===== src/rtl/spec_avg_pkg.sv =====
package spec_avg_pkg;
  localparam int EXP_W   = 6;
  localparam int RAW_MW  = 5;
  localparam int GUARD_W = 7;
  localparam int ST_MW   = RAW_MW + GUARD_W;
  localparam int WORD_W  = EXP_W + ST_MW;

  typedef struct packed {
    logic [EXP_W-1:0]  e;
    logic [RAW_MW-1:0] m;
  } raw_flt_t;

  typedef struct packed {
    logic [EXP_W-1:0] e;
    logic [ST_MW-1:0] m;
  } st_flt_t;
endpackage


===== src/rtl/spec_avg_pwr2flt.sv =====
module spec_avg_pwr2flt
  import spec_avg_pkg::*;
#(
  parameter int IN_W   = 24,
  parameter int BEXP_W = 5
) (
  input  logic [IN_W-1:0]   re_sq_i,
  input  logic [IN_W-1:0]   im_sq_i,
  input  logic [BEXP_W-1:0] bexp_i,
  output raw_flt_t          raw_o
);
  localparam int SUM_W = IN_W + 1;

  logic [SUM_W-1:0] pwr;
  int lead;
  int sh;

  always_comb begin
    pwr  = {1'b0, re_sq_i} + {1'b0, im_sq_i};
    lead = 0;
    for (int i = 0; i < SUM_W; i++) begin
      if (pwr[i]) lead = i;
    end
    // keep the top RAW_MW bits from the leading one, truncating the rest
    sh = (lead > RAW_MW - 1) ? lead - (RAW_MW - 1) : 0;
    raw_o.m = RAW_MW'(pwr >> sh);
    raw_o.e = EXP_W'(sh) + EXP_W'(bexp_i);
  end
endmodule


===== src/rtl/spec_avg_decay_add.sv =====
module spec_avg_decay_add
  import spec_avg_pkg::*;
#(
  parameter int K_W = 3
) (
  input  st_flt_t        old_i,
  input  raw_flt_t       new_i,
  input  logic           integ_i,
  input  logic           clr_i,
  input  logic [K_W-1:0] k_i,
  output st_flt_t        res_o
);
  localparam logic [EXP_W-1:0] EXP_MAX = '1;

  logic [ST_MW-1:0] sc_m, nw_m, al_o, al_n;
  logic [EXP_W-1:0] sc_e, ea;
  logic [ST_MW:0]   sum;

  always_comb begin
    nw_m = {new_i.m, {GUARD_W{1'b0}}};
    if (clr_i) begin
      sc_m = '0;
      sc_e = '0;
    end else begin
      sc_e = old_i.e;
      // (1 - 2^-k) as shift-and-subtract
      sc_m = integ_i ? old_i.m : old_i.m - (old_i.m >> k_i);
    end
    // a zero operand does not pull the exponent
    if (sc_m == '0)      ea = new_i.e;
    else if (nw_m == '0) ea = sc_e;
    else                 ea = (sc_e > new_i.e) ? sc_e : new_i.e;
    al_o = (sc_m == '0) ? '0 : sc_m >> (ea - sc_e);
    al_n = (nw_m == '0) ? '0 : nw_m >> (ea - new_i.e);
    sum  = {1'b0, al_o} + {1'b0, al_n};
    res_o.e = ea;
    res_o.m = sum[ST_MW-1:0];
    if (sum[ST_MW]) begin
      if (ea == EXP_MAX) begin
        res_o.m = '1;
      end else begin
        res_o.e = ea + 1'b1;
        res_o.m = sum[ST_MW:1];
      end
    end
  end
endmodule


===== src/rtl/spec_avg.sv =====
module spec_avg
  import spec_avg_pkg::*;
#(
  parameter int ADDR_W = 13,
  parameter int IN_W   = 24,
  parameter int BEXP_W = 5,
  parameter int K_W    = 3
) (
  input  logic              clk_i,
  input  logic              rst_ni,
  input  logic              upd_valid_i,
  input  logic [ADDR_W-1:0] bin_addr_i,
  input  logic [IN_W-1:0]   re_sq_i,
  input  logic [IN_W-1:0]   im_sq_i,
  input  logic [BEXP_W-1:0] blk_exp_i,
  input  logic              integ_mode_i,
  input  logic [K_W-1:0]    decay_k_i,
  input  logic              clear_bins_i,
  output logic              mem_rd_en_o,
  output logic [ADDR_W-1:0] mem_rd_addr_o,
  input  logic [WORD_W-1:0] mem_rd_data_i,
  output logic              mem_wr_en_o,
  output logic [ADDR_W-1:0] mem_wr_addr_o,
  output logic [WORD_W-1:0] mem_wr_data_o
);
  raw_flt_t          raw_c, s1_raw;
  st_flt_t           old_c, upd_c, wr_q;
  logic              s1_valid, s1_integ, s1_clr;
  logic [ADDR_W-1:0] s1_addr;
  logic [K_W-1:0]    s1_k;

  assign mem_rd_en_o   = upd_valid_i;
  assign mem_rd_addr_o = bin_addr_i;
  assign old_c         = st_flt_t'(mem_rd_data_i);

  spec_avg_pwr2flt #(.IN_W(IN_W), .BEXP_W(BEXP_W)) u_cvt (
    .re_sq_i (re_sq_i),
    .im_sq_i (im_sq_i),
    .bexp_i  (blk_exp_i),
    .raw_o   (raw_c)
  );

  // stage 1: converted power waits for the RAM read
  always_ff @(posedge clk_i or negedge rst_ni) begin
    if (!rst_ni) begin
      s1_valid <= 1'b0;
      s1_addr  <= '0;
      s1_raw   <= '0;
      s1_integ <= 1'b0;
      s1_k     <= '0;
      s1_clr   <= 1'b0;
    end else begin
      s1_valid <= upd_valid_i;
      s1_addr  <= bin_addr_i;
      s1_raw   <= raw_c;
      s1_integ <= integ_mode_i;
      s1_k     <= decay_k_i;
      s1_clr   <= clear_bins_i;
    end
  end

  spec_avg_decay_add #(.K_W(K_W)) u_upd (
    .old_i   (old_c),
    .new_i   (s1_raw),
    .integ_i (s1_integ),
    .clr_i   (s1_clr),
    .k_i     (s1_k),
    .res_o   (upd_c)
  );

  // stage 2: registered write-back
  always_ff @(posedge clk_i or negedge rst_ni) begin
    if (!rst_ni) begin
      mem_wr_en_o   <= 1'b0;
      mem_wr_addr_o <= '0;
      wr_q          <= '0;
    end else begin
      mem_wr_en_o   <= s1_valid;
      mem_wr_addr_o <= s1_addr;
      wr_q          <= upd_c;
    end
  end

  assign mem_wr_data_o = wr_q;


  wr_lat_chk: assert property (@(posedge clk_i) disable iff (!rst_ni)
    mem_wr_en_o == $past(upd_valid_i, 2));


  wr_addr_chk: assert property (@(posedge clk_i) disable iff (!rst_ni)
    mem_wr_en_o |-> mem_wr_addr_o == $past(bin_addr_i, 2));


  integ_grow_chk: assert property (@(posedge clk_i) disable iff (!rst_ni)
    (s1_valid && s1_integ && !s1_clr && mem_rd_data_i[ST_MW-1:0] != '0)
    |=> mem_wr_data_o[WORD_W-1:ST_MW] >= $past(mem_rd_data_i[WORD_W-1:ST_MW]));


  pass_new_chk: assert property (@(posedge clk_i) disable iff (!rst_ni)
    (s1_valid && (s1_clr || (!s1_integ && s1_k == '0)))
    |=> mem_wr_data_o == $past({s1_raw.e, s1_raw.m, {GUARD_W{1'b0}}}));
endmodule


===== config.mk =====
export PLATFORM = sky130hd
export DESIGN_NAME = spec_avg
export DESIGN_NICKNAME = d
export VERILOG_FILES = /design/src/rtl/spec_avg_pkg.sv /design/src/rtl/spec_avg_pwr2flt.sv /design/src/rtl/spec_avg_decay_add.sv /design/src/rtl/spec_avg.sv
export SDC_FILE = /design/constraint.sdc
export NUM_CORES = 1
export LEC_CHECK = 0
export BUFFER_PORTS_ARGS = -buffer_cell sky130_fd_sc_hd__buf_2
export CAP_MARGIN = 20
export CELL_PAD_IN_SITES_DETAIL_PLACEMENT = 1
export CELL_PAD_IN_SITES_GLOBAL_PLACEMENT = 2
export CORE_ASPECT_RATIO = 1.1
export CORE_UTILIZATION = 34
export DETAILED_ROUTE_END_ITERATION = 12
export PLACE_DENSITY = 0.93
export REMOVE_ABC_BUFFERS = 1
export SYNTH_ARGS = -nofsm -noshare
export SYNTH_HDL_FRONTEND = slang
export SYNTH_SLANG_ARGS = --single-unit

===== constraint.sdc =====
create_clock -name clk_i -period 11.3 [get_ports clk_i]
set_clock_uncertainty 0.2 [all_clocks]
set_input_delay 1.13 -clock clk_i [delete_from_list [all_inputs] [get_ports clk_i]]
set_output_delay 1.13 -clock clk_i [all_outputs]
set_load 0.05 [all_outputs]

## After elaboration in Yosys (flattened, before gate mapping)

Index checks and enable logic that the tools add are counted.

| cells by class | value |
|---|---|
| $lt $le $gt $ge | 2 |
| shift operators | 4 |
| add/sub/neg operators | 8 |
| equal/unequal tests | 1 |
| multiplexer cells | 36 |
| reduce and logical (&&, ||, !) cells | 2 |

Operator list:

| operator | number |
|---|---|
| $mux 12 | 4 |
| $mux 5 | 9 |
| $mux 32 | 1 |
| $mux 4 | 8 |
| $shr 25x32->5 | 1 |
| $mux 6 | 5 |
| $add 24x24->25 | 1 |
| $shr 12x6->12 | 2 |
| $mux 18 | 1 |
| $add 12x12->13 | 1 |
| $logic_not 12->1 | 1 |
| $mux 3 | 4 |
| $shr 12x3->12 | 1 |
| $sub 12x12->12 | 1 |
| $sub 6x6->6 | 2 |
| $mux 11 | 1 |
| $add 6x1->6 const B | 1 |
| $add 6x5->6 | 1 |
| $eq 6x6->1 const B | 1 |
| $gt 6x6->1 | 1 |
| $sub 5x3->6 const B | 1 |
| $gt 5x3->1 const B | 1 |
| $logic_not 5->1 | 1 |
| $mux 2 | 2 |
| $mux 1 | 1 |

| word-level totals | value |
|---|---|
| output and inout port bits | 46 |
| word-level logic and storage cells | 64 |
| flip-flop bits (word level) | 62 |
| input port bits | 92 |

## Longest topological paths before layout

Gate-level depths: netlist of run 1.

| logic depth | value |
|---|---|
| word-level depth | 28 |
| gate-level depth with buffers | 44 |
| depth with buffers taken out | 43 |

## Hierarchy

A second synthesis of run 1 with hierarchy kept.

| second synthesis, totals | value |
|---|---|
| cells, all modules | 1032 |
| area, all modules | 8274.2 um2 |

By module, submodules not included:

| module | cells each | sequential area each (um2) | instances | area an instance (um2) |
|---|---|---|---|---|
| spec_avg_decay_add | 517 | 0.0 | 1 | 3469.6 |
| spec_avg_pwr2flt | 439 | 0.0 | 1 | 3148.0 |
| spec_avg | 76 | 1551.5 | 1 | 1656.6 |

## Worst setup path after synthesis of run 1

Ideal clock, no wire load.

| timing | value |
|---|---|
| path type | input to register |
| start point | input mem_rd_data_i[5] |
| end point | register wr_q (netlist bit mem_wr_data_o[17]) |
| slack | 2.350 ns |
| buffers on the path | 0 |
| data arrival time | 8.673 ns |
| library setup time | 0.077 ns |
| data required time | 11.023 ns |
| stages on the path | 38 |
| cell sequence | nor2b_1 -> a211oi_1 -> a21oi_1 -> a21oi_1 -> inv_1 -> fa_1 -> nor2b_1 -> o21a_1 -> o211ai_1 -> and3_1 -> o21ai_0 -> a21oi_1 -> a2111oi_0 -> nor4b_1 -> a21oi_2 -> o21ai_0 -> ha_1 -> nor2b_1 -> [2 not listed] -> a21o_1 -> a21o_1 -> xnor2_1 -> nor2_1 -> ha_1 -> fa_1 -> a21o_1 -> a21oi_1 -> o21bai_1 -> a21oi_1 -> o21bai_1 -> a21oi_1 -> o21ai_0 -> o221a_2 -> nand3_1 -> mux2i_1 -> and4_1 -> a21oi_1 |

RTL lines:

| item | RTL line | RTL |
|---|---|---|
| start: declaration | spec_avg.sv:21 | `input logic [WORD_W-1:0] mem_rd_data_i,` |
| end signal: assignment | spec_avg.sv:80 | `wr_q <= upd_c;` |
| end: declaration | spec_avg.sv:27 | `st_flt_t old_c, upd_c, wr_q;` |

==> results of run 1 <==
[state kept, by name, indices dropped and copies added (netlist names)]
| name | count |
|---|---|
| s1_raw | 11 |
| s1_k | 3 |
| s1_clr | 1 |
| s1_valid | 1 |
| mem_wr_addr_o | 13 |
| s1_integ | 1 |
| mem_wr_data_o | 18 |
| mem_wr_en_o | 1 |
| s1_addr | 13 |
[cells in the final DEF (no fill, tap or decap), types with 5 or more instances in the layout]
master,netlist,routed
a211oi_1,23,23
a21o_1,23,23
a21oi_1,92,92
a221oi_1,12,12
a22oi_1,14,14
a31oi_1,14,14
and2_1,13,13
and3_1,15,15
and4_1,5,5
buf_2,8,137
clkbuf_16,0,9
dfrtp_1,62,62
fa_1,6,6
ha_1,73,73
inv_1,47,47
mux2_2,12,12
mux2i_1,49,49
nand2_1,66,66
nand2b_1,8,8
nand3_1,25,25
nand4_1,15,15
nor2_1,90,90
nor2b_1,18,18
nor3_1,24,24
nor3b_1,9,9
nor4_1,8,8
o211a_1,8,8
o211ai_1,20,20
o21a_1,18,18
o21ai_0,46,46
o21ai_1,7,7
o21bai_1,9,9
or2_2,6,6
or3_1,11,11
xnor2_1,30,30
xor2_1,14,14
[power by group]
part	switching, W	internal (W)	total, W
Clock	0.000101	0.000177	0.000278
Combinational	0.000991	0.000557	0.00155
Sequential	0.0000329	0.000270	0.000302
[path summary, 6_finish.rpt]
kind | from | endpoint | cells after the start
min in group asynchronous | rst_ni | mem_wr_data_o[15] | 2
setup reg to reg | s1_k[1] | mem_wr_data_o[13] | 35
setup / recovery | mem_rd_data_i[5] | mem_wr_data_o[13] | 37
hold reg to reg | s1_addr[1] | mem_wr_addr_o[1] | 0
max in group asynchronous | rst_ni | s1_addr[5] | 2
hold / removal | s1_addr[1] | mem_wr_addr_o[1] | 0
[cell families (layout without fill, tap and decap cells)]
group                      count (synthesis)  in the layout  synth area share
AOI/OAI and AO/OA                        356            356             0.300
and+or+nand+nor                          328            328             0.199
buffers and inverters                    111            206            0.0626
adders and majority gates                 79             79             0.123
muxes                                     65             65            0.0815
DFF                                       62             62             0.185
xor gates and xnor gates                  45             45            0.0480
[worst register-to-register path, delay by kind of cell, from the launching register on]
family / cells / cell delay (ns)
buffers and inverters: 1 / 0.10
AND/OR/NAND/NOR: 6 / 1.39
flip-flops: 1 / 0.79
AO/OA/AOI/OAI: 21 / 5.02
XOR/XNOR: 1 / 0.55
multiplexers: 2 / 0.69
adder cells (fa/ha/maj): 4 / 1.50
[per-stage QoR]
step	hold slack (ns)	instance area [um^2]	std cells
final	0.147	9420	1446
after global routing	0.159	9420	1446
after CTS	0.150	9420	1446
after detailed placement	0.137	9120	1430
after global placement	0.131	9120	1430
after floorplan	0.131	8030	985
[layout make-up]
class                      instances  share of cell area
tap                              305              0.0405
sequential                        62               0.165
clock inverter                     5             0.00611
multi-input combinational        873               0.668
clock buffer                      11              0.0258
timing repair buffer             140              0.0751
inverter                          50              0.0199
[routing by layer]
layer,up-vias,global-route usage
met5,-,0
met4,0,0.0598
met3,39,0.0151
met2,182,0.377
met1,4079,0.242
li1,4105,-
==> summary.txt, run 1 <==
Wl on met1 - 11.1 mm
Dpl hpwl - 20.8 mm
Post_cts resized - 0
Peak VDD IR - 0.000101 V
Multi-input gate area - 6290 um^2
Die height - 167 um
Status - complete, no violations
Nets - 1307
DRC - 0
GRT Overall Usage - 0.202
# Max-Cap Violations - 0
Overflow left after global routing - 0
R2R Setup Slk - 0.94 ns
Yosys cell types - 91
Power per cell area - 226 nW/um^2
Final Util - 0.394
Crit path time final - 10.46 ns
Hold Path Class - flip-flop to flip-flop
DRC violation total after the first TritonRoute iteration - 258
Max layer used - met4
Synth Flop Type - dfrtp_1
Pwr Total - 0.00213 W
Place WS - 0.614 ns
Antenna viol nets, final - 0
CTS Root Cell - clkbuf_16
Slew margin rel. - 0.431
Post-synth EDFFs - 0
Detailed route wirelength on metal3 - 746 um
P_leak - 4.28 nW
Largest net degree at the start of global routing - 63
Drt first pass iters - 5
First-pass GRT wire length - 41.8 mm
Area contributors post-synth - dfrtp_1 19%, ha_1 11%, mux2i_1 5.9%, a21oi_1 5.5%, nor2_1 4.0%
IO Count - 138
Fin. Hold Viols - 0
Synth top area share - 0.185
Fillers - 3008
Register Area - 1550 um^2
Count leader, synth - a21oi_1
WL met2 - 13.3 mm
Synth area leader - dfrtp_1
Initial core utilization - 0.350
Slowest stage cell, crit path - o21ai_0
Setup TNS Final - 0 ns
CP Data Required Time - 11.32 ns
Crit path max fanout - 9
Vias in the first global route - 8532
Initial antenna violation count - 0
CP bufs+invs - 2
Critical Path AT - 10.48 ns
Avg Vias per Cell - 5.81
Chip width - 152 um
I/O Buffers - 137
Final setup violation count - 0
Clock Latency Late Sink - 0.33 ns
Via count - 8405
Number of buffers created by CTS - 9
Crit Path Class - input pin to flip-flop
Worst path top cell family by delay - compound AO/OA/AOI/OAI gates
WL/cell - 17.7 um
Hold Buf Count CTS - 0
Final WL - 25.7 mm
Sequential area share after synthesis - 0.185
Final RePlAce weighted congestion - 0.903
Period utilization - 0.926
Share of flip-flops with an asynchronous set or reset - 1.00
Setup Buffers After CTS - 0
Die ar. - 25300 um^2
Synth Cell Area - 8370 um^2
Area Growth Syn to Fin - 12.6%
Max clock buf depth - 2
RSZ-0062 raised after global routing - false
Startpoint Class - input pin
Share of layout cells above drive strength 1 - 0.175
Reg clk slew, reported paths - 0.06 ns
CTS tree - yes
Mapped Cells - 1046
Fmax - 95.6 MHz
Antenna diodes - 0
Worst path max stage delay - 0.68 ns
Register bit total from synthesis - 62
List of most frequent post-synthesis cells - 92 x a21oi_1, 90 x nor2_1, 73 x ha_1
Final setup margin - 0.836 ns
CP endpoint kind - flip-flop
Fin. max-slew vios - 0
Most used cell, CP - a21oi_1
FP Rows - 59
# H-tree levels - 3
Synth Warn # - 0
Core area - 23900 um^2
Syn Area/Cell - 8.00 um^2
Worst Tran Pin Value - 0.853 ns
Clk sink count - 62
Note: power is estimated with default switching activity, not from simulation.
==> run 2, diff against run 1 <==
--- a/config.mk
+++ b/config.mk
@@ -12,8 +12,8 @@
 export CORE_ASPECT_RATIO = 1.1
 export CORE_UTILIZATION = 34
 export DETAILED_ROUTE_END_ITERATION = 12
+export HOLD_SLACK_MARGIN = 0.08
 export PLACE_DENSITY = 0.93
-export REMOVE_ABC_BUFFERS = 1
 export SYNTH_ARGS = -nofsm -noshare
 export SYNTH_HDL_FRONTEND = slang
 export SYNTH_SLANG_ARGS = --single-unit
==> summary.txt, run 2 (synthesis results as in run 1) <==
Fillers - 2962 (-1.5%)
Overflow left after global routing - 0 (unchanged)
Worst path top cell family by delay - compound AO/OA/AOI/OAI gates
CP bufs+invs - 2 (unchanged)
Multi-input gate area - 6290 um^2 (unchanged)
Final setup violation count - 0 (unchanged)
Chip width - 152 um (unchanged)
Clk sink count - 62 (unchanged)
Commonest non-fill, non-tap cells in the layout - 137 x buf_2, 92 x a21oi_1, 90 x nor2_1
R2r endpoint - mem_wr_data_o[17]
# Max-Cap Violations - 0 (unchanged)
Number of buffers created by CTS - 9 (unchanged)
R2R Setup Slk - 1.05 ns (+0.11 ns)
Drt first pass iters - 4 (-1)
Post_cts resized - 0 (unchanged)
GRT Overall Usage - 0.205 (+0.00230)
Initial core utilization - 0.350 (unchanged)
IO Count - 138 (unchanged)
Final setup margin - 0.941 ns (+0.105 ns)
First-pass GRT wire length - 42.4 mm (+1.4%)
Reg clk slew, reported paths - 0.06 ns (about the same)
DRC violation total after the first TritonRoute iteration - 421 (+63%)
Period utilization - 0.917 (-0.00928)
Final Util - 0.393 (-0.00105)
Initial antenna violation count - 0 (unchanged)
Commonest non-fill, non-tap cell in the layout - buf_2
Power per cell area - 225 nW/um^2 (-0.21%)
Nets - 1307 (unchanged)
FP Rows - 59 (unchanged)
Share of layout cells above drive strength 1 - 0.176 (+0.000876)
Crit Path Class - input pin to flip-flop
Area Growth Syn to Fin - 12.3%
Via count - 8398 (-0.083%)
Internal Power - 0.000978 W (-2.6%)
Crit path time final - 10.36 ns (-0.105 ns)
Setup Buffers After CTS - 0 (unchanged)
CP endpoint kind - flip-flop
Max clock buf depth - 2 (unchanged)
Core area - 23900 um^2 (unchanged)
WL/cell - 17.8 um (+0.45%)
Vias in the first global route - 8619 (+1.0%)
Final WL - 25.8 mm (+0.45%)
Clock Latency Late Sink - 0.33 ns (about the same)
NetSw - 0.00114 W (+1.4%)
Crit path max fanout - 16 (+7)
RSZ-0062 raised after global routing - false
Hold Buf Count CTS - 0 (unchanged)
Hold Path Cell Cnt - 0 (unchanged)
Max reg flops - 18 (unchanged)
I/O Buffers - 137 (unchanged)
Worst Tran Pin Value - 0.930 ns (+0.0769 ns)
Worst R2R Start - s1_k[1]
Peak VDD IR - 0.000125 V (+24%)
Startpoint Class - input pin
Avg Vias per Cell - 5.81 (about the same)
Hold Path Class - flip-flop to flip-flop
Syn_nets - 1217
Status - complete, no violations
# H-tree levels - 3 (unchanged)
CTS Root Cell - clkbuf_16
Crit. Startpoint - mem_rd_data_i[5]
Worst path max stage delay - 0.81 ns (+0.13 ns)
Final Non-Filler Cells - 1446 (unchanged)
Fin. max-slew vios - 0 (unchanged)
CP Data Required Time - 11.36 ns (+0.04 ns)
Antenna viol nets, final - 0 (unchanged)
Die ar. - 25300 um^2 (unchanged)
Switching power share of the total - 0.539 (+0.00999)
Antenna diodes - 0 (unchanged)
Slew margin rel. - 0.373 (-0.0578)
Final RePlAce weighted congestion - 0.896 (-0.80%)
Setup TNS Final - 0 ns (unchanged)
CTS tree - yes
Flop pwr share - 0.143 (about the same)
Largest net degree at the start of global routing - 63 (unchanged)
Fin. Hold Viols - 0 (unchanged)
Critical Path AT - 10.42 ns (-0.06 ns)
Fmax - 96.5 MHz (+1.0%)
Dpl cells - 1430 (unchanged)
Worst hold path endpoint - mem_wr_addr_o[2]
Die height - 167 um (unchanged)
Most used cell, CP - a21oi_1
Dpl hpwl - 20.8 mm (about the same)
Combinational share of power - 0.737 (+0.010)
P_leak - 4.26 nW (-0.52%)
Clock share of power - 0.120 (-0.011)
R2R depth - 37 (+5.7%)
Slowest stage cell, crit path - o21ai_0
Hold Crit Start - s1_addr[2]
Register Area - 1550 um^2 (unchanged)
Place WS - 0.756 ns (+0.143 ns)
DRC - 0 (unchanged)
-- run 2: worst max path at each step --
stage | end | depth (start not counted)
floorplan | mem_wr_data_o[17] | 38
global placement | mem_wr_data_o[17] | 39
detailed placement | mem_wr_data_o[17] | 39
CTS | mem_wr_data_o[17] | 39
global route | mem_wr_data_o[15] | 39
finish | mem_wr_data_o[17] | 39
-- run 2: final cells by class --
class | instances | area share
sequential | 62 | 0.165
inverter | 50 | 0.0200
clock inverter | 7 | 0.00532
tap | 305 | 0.0406
timing repair buffer | 140 | 0.0753
clock buffer | 9 | 0.0240
multi-input combinational | 873 | 0.670
-- run 2: stage by stage --
stage	cell area (um^2)	hold slack [ns]	total power (W)
after floorplan	8370	0.131	0.00149
after global placement	9120	0.131	0.00180
after detailed placement	9120	0.136	0.00184
after CTS	9400	0.149	0.00211
after global routing	9400	0.160	0.00230
final	9400	0.145	0.00212
-- run 2: per-layer routing --
layer / share of wire / global-route usage / wire length [um] / vias to the layer above
met5: 0 / 0 / 0 / -
met4: 0.020 / 0.0564 / 503 / 0
met1: 0.44 / 0.248 / 11300 / 4068
li1: - / - / - / 4104
met2: 0.51 / 0.380 / 13200 / 180
met3: 0.031 / 0.0148 / 788 / 46
-- run 2: power groups by stage --
| stage | clock [W] | combinational [W] | sequential (W) |
|---|---|---|---|
| final | 0.000255 | 0.00156 | 0.000302 |
| after global routing | 0.000272 | 0.00172 | 0.000309 |
| after CTS | 0.000262 | 0.00155 | 0.000302 |
| after detailed placement | 0 | 0.00153 | 0.000306 |
| after global placement | 0 | 0.00150 | 0.000305 |
| after floorplan | 0 | 0.00112 | 0.000370 |
==> run 3, diff against run 2 <==
--- a/config.mk
+++ b/config.mk
@@ -10,10 +10,11 @@
 export CELL_PAD_IN_SITES_DETAIL_PLACEMENT = 1
 export CELL_PAD_IN_SITES_GLOBAL_PLACEMENT = 2
 export CORE_ASPECT_RATIO = 1.1
-export CORE_UTILIZATION = 34
+export CORE_MARGIN = 2
+export CORE_UTILIZATION = 31
 export DETAILED_ROUTE_END_ITERATION = 12
 export HOLD_SLACK_MARGIN = 0.08
-export PLACE_DENSITY = 0.93
+export PLACE_DENSITY = 0.9
 export SYNTH_ARGS = -nofsm -noshare
 export SYNTH_HDL_FRONTEND = slang
 export SYNTH_SLANG_ARGS = --single-unit
==> constraint.sdc (replaced) <==
create_clock -name clk_i -period 8.85 [get_ports clk_i]
set_clock_uncertainty 0.2 [all_clocks]
set_input_delay 0.885 -clock clk_i [delete_from_list [all_inputs] [get_ports clk_i]]
set_output_delay 0.885 -clock clk_i [all_outputs]
set_load 0.05 [all_outputs]
==> summary.txt, run 3 (synthesis results as in run 1) <==
Worst Tran Pin Value - 0.812 ns (-0.119 ns)
Die ar. - 28300 um^2 (+12%)
P_leak - 4.52 nW (+6.3%)
Period utilization - 0.959
Commonest non-fill, non-tap cell in the layout - buf_2
Slew margin rel. - 0.459 (+0.0858)
Syn_nets - 1217 (unchanged)
Core area - 26700 um^2 (+12%)
CP endpoint kind - flip-flop
Status - complete, no violations
NetSw - 0.00155 W (+36%)
Switching power share of the total - 0.505 (-0.0337)
Antenna diodes - 0 (unchanged)
Final Non-Filler Cells - 1546 (+6.9%)
Internal Power - 0.00152 W (+55%)
Dpl hpwl - 21.9 mm (+5.2%)
Clock share of power - 0.121 (about the same)
Crit Path Class - input pin to flip-flop
Overflow left after global routing - 0 (unchanged)
Avg Vias per Cell - 5.57 (-4.1%)
WHS - 0.145 ns (-0.000651 ns)
Post-placement cell area - 9500 um^2 (+4.2%)
Nets - 1355 (+3.7%)
Vias in the first global route - 8893 (+3.2%)
Final instance area - 10000 um^2 (+6.5%)
Area Growth Syn to Fin - 19.6%
Worst path top cell family by delay - compound AO/OA/AOI/OAI gates
Combinational share of power - 0.754 (+0.017)
Slowest stage cell, crit path - or3b_2
Power per cell area - 306 nW/um^2 (+36%)
Final WL - 26.9 mm (+4.3%)
Via count - 8612 (+2.5%)
Chip width - 161 um (+6.0%)
Most used cell, CP - a21oi_2
Dpl cells - 1524 (+6.6%)
CP Data Required Time - 8.86 ns (-2.50 ns)
Initial core utilization - 0.313 (-0.0367)
Startpoint Class - input pin
Fmax - 118 MHz
Critical Path AT - 8.50 ns (-1.92 ns)
Fin. Hold Viols - 0 (unchanged)
Initial antenna violation count - 0 (unchanged)
GRT Overall Usage - 0.190 (-0.0149)
Fin. max-slew vios - 0 (unchanged)
Setup TNS Final - 0 ns (unchanged)
CP bufs+invs - 3 (+1)
# Max-Cap Violations - 0 (unchanged)
Flop pwr share - 0.125 (-0.018)
Number of buffers created by CTS - 9 (unchanged)
Worst path max stage delay - 0.45 ns (-0.36 ns)
Die height - 176 um (+5.9%)
Final setup violation count - 0 (unchanged)
WL/cell - 17.4 um (-2.5%)
First-pass GRT wire length - 44.5 mm (+4.9%)
Reg clk slew, reported paths - 0.05 ns (about the same)
Antenna viol nets, final - 0 (unchanged)
Clk sink count - 62 (unchanged)
# H-tree levels - 3 (unchanged)
DRC violation total after the first TritonRoute iteration - 328 (-22%)
Drt first pass iters - 5 (+1)
Hold Path Class - flip-flop to flip-flop
CTS Root Cell - clkbuf_16
Peak VDD IR - 0.000152 V (+21%)
Max reg flops - 18 (unchanged)
Final RePlAce weighted congestion - 0.898 (+0.25%)
Largest net degree at the start of global routing - 63 (unchanged)
Crit path max fanout - 5 (-11)
I/O Buffers - 137 (unchanged)
CTS tree - yes
Max clock buf depth - 2 (unchanged)
Share of layout cells above drive strength 1 - 0.233 (+0.0568)
IO Count - 138 (unchanged)
FP Rows - 63 (+6.8%)
Clock Latency Late Sink - 0.33 ns (about the same)
DRC - 0 (unchanged)
Commonest non-fill, non-tap cells in the layout - 137 x buf_2, 88 x nor2_1, 86 x a21oi_1
Crit path time final - 8.49 ns
==> run 3: changes by cell type in the layout (fill, tap and decap cells not counted), moves of 3 or more <==
cell	before	now
buf_4	3	50
a21oi_1	92	86
a21oi_2	1	6
mux2i_1	49	45
mux2i_2	0	3
==> run 3: metal layers <==
layer	vias up	global-route usage	routed length [um]
li1	4206	-	-
met1	4203	0.229	11400
met2	157	0.356	14100
met3	46	0.0181	746
met4	0	0.0567	579
met5	-	0	0
==> run 3: path summary, 6_finish.rpt <==
kind	start	endpoint	slack [ns]	cells past startpoint
worst max register to register	s1_k[1]	mem_wr_data_o[17]	0.42	40
worst max-delay path	mem_rd_data_i[5]	mem_wr_data_o[17]	0.36	42
worst min-delay path	s1_addr[1]	mem_wr_addr_o[1]	0.14	0
max in group asynchronous	rst_ni	s1_k[1]	7.38	2
worst min register to register	s1_addr[1]	mem_wr_addr_o[1]	0.14	0
min in group asynchronous	rst_ni	s1_k[0]	0.51	2
==> run 3: power by group through the flow <==
stage          Clock (W)  Combinational (W)  Sequential (W)
2_1_floorplan          0            0.00143        0.000473
3_3_place_gp           0            0.00210        0.000386
3_5_place_dp           0            0.00216        0.000388
4_1_cts         0.000380            0.00218        0.000383
5_1_grt         0.000396            0.00254        0.000391
6_report        0.000371            0.00231        0.000384
==> run 3: metrics by stage <==
stage | utilization | setup WS, ns | power (W)
finish | 0.375 | 0.362 | 0.00307
detailed placement | 0.356 | -0.462 | 0.00254
global placement | 0.356 | 0.0741 | 0.00248
floorplan | - | 0.0557 | 0.00190
CTS | 0.368 | 0.0565 | 0.00294
global route | 0.375 | -0.162 | 0.00332
==> run 3: layout make-up <==
cell class	count	area, um^2
clock inverters	6	86.3
repair buffers	188	1070
inverters	50	188
clock buffers	10	229
multi-input cells	873	6440
fillers	3284	16700
flip-flops and latches	62	1560
well taps	357	447
==> run 3: timing repair <==
action | CTS | global route
setup buffers | 0 | 6
hold buffers | 0 | 0
pin swaps | 0 | 10
setup endpoints to repair | 18 | 18
gates resized for setup | 5 | 32
==> run 3: worst reg2reg max path, delay by kind of cell (launching register included) <==
kind                       cells  cell delay, ns
adders and majority gates      6            1.66
buffers and inverters          2            0.23
AOI/OAI and AO/OA             19            3.22
muxes                          4            0.98
and+or+nand+nor                8            1.36
DFF                            1            0.58
xor gates and xnor gates       1            0.12
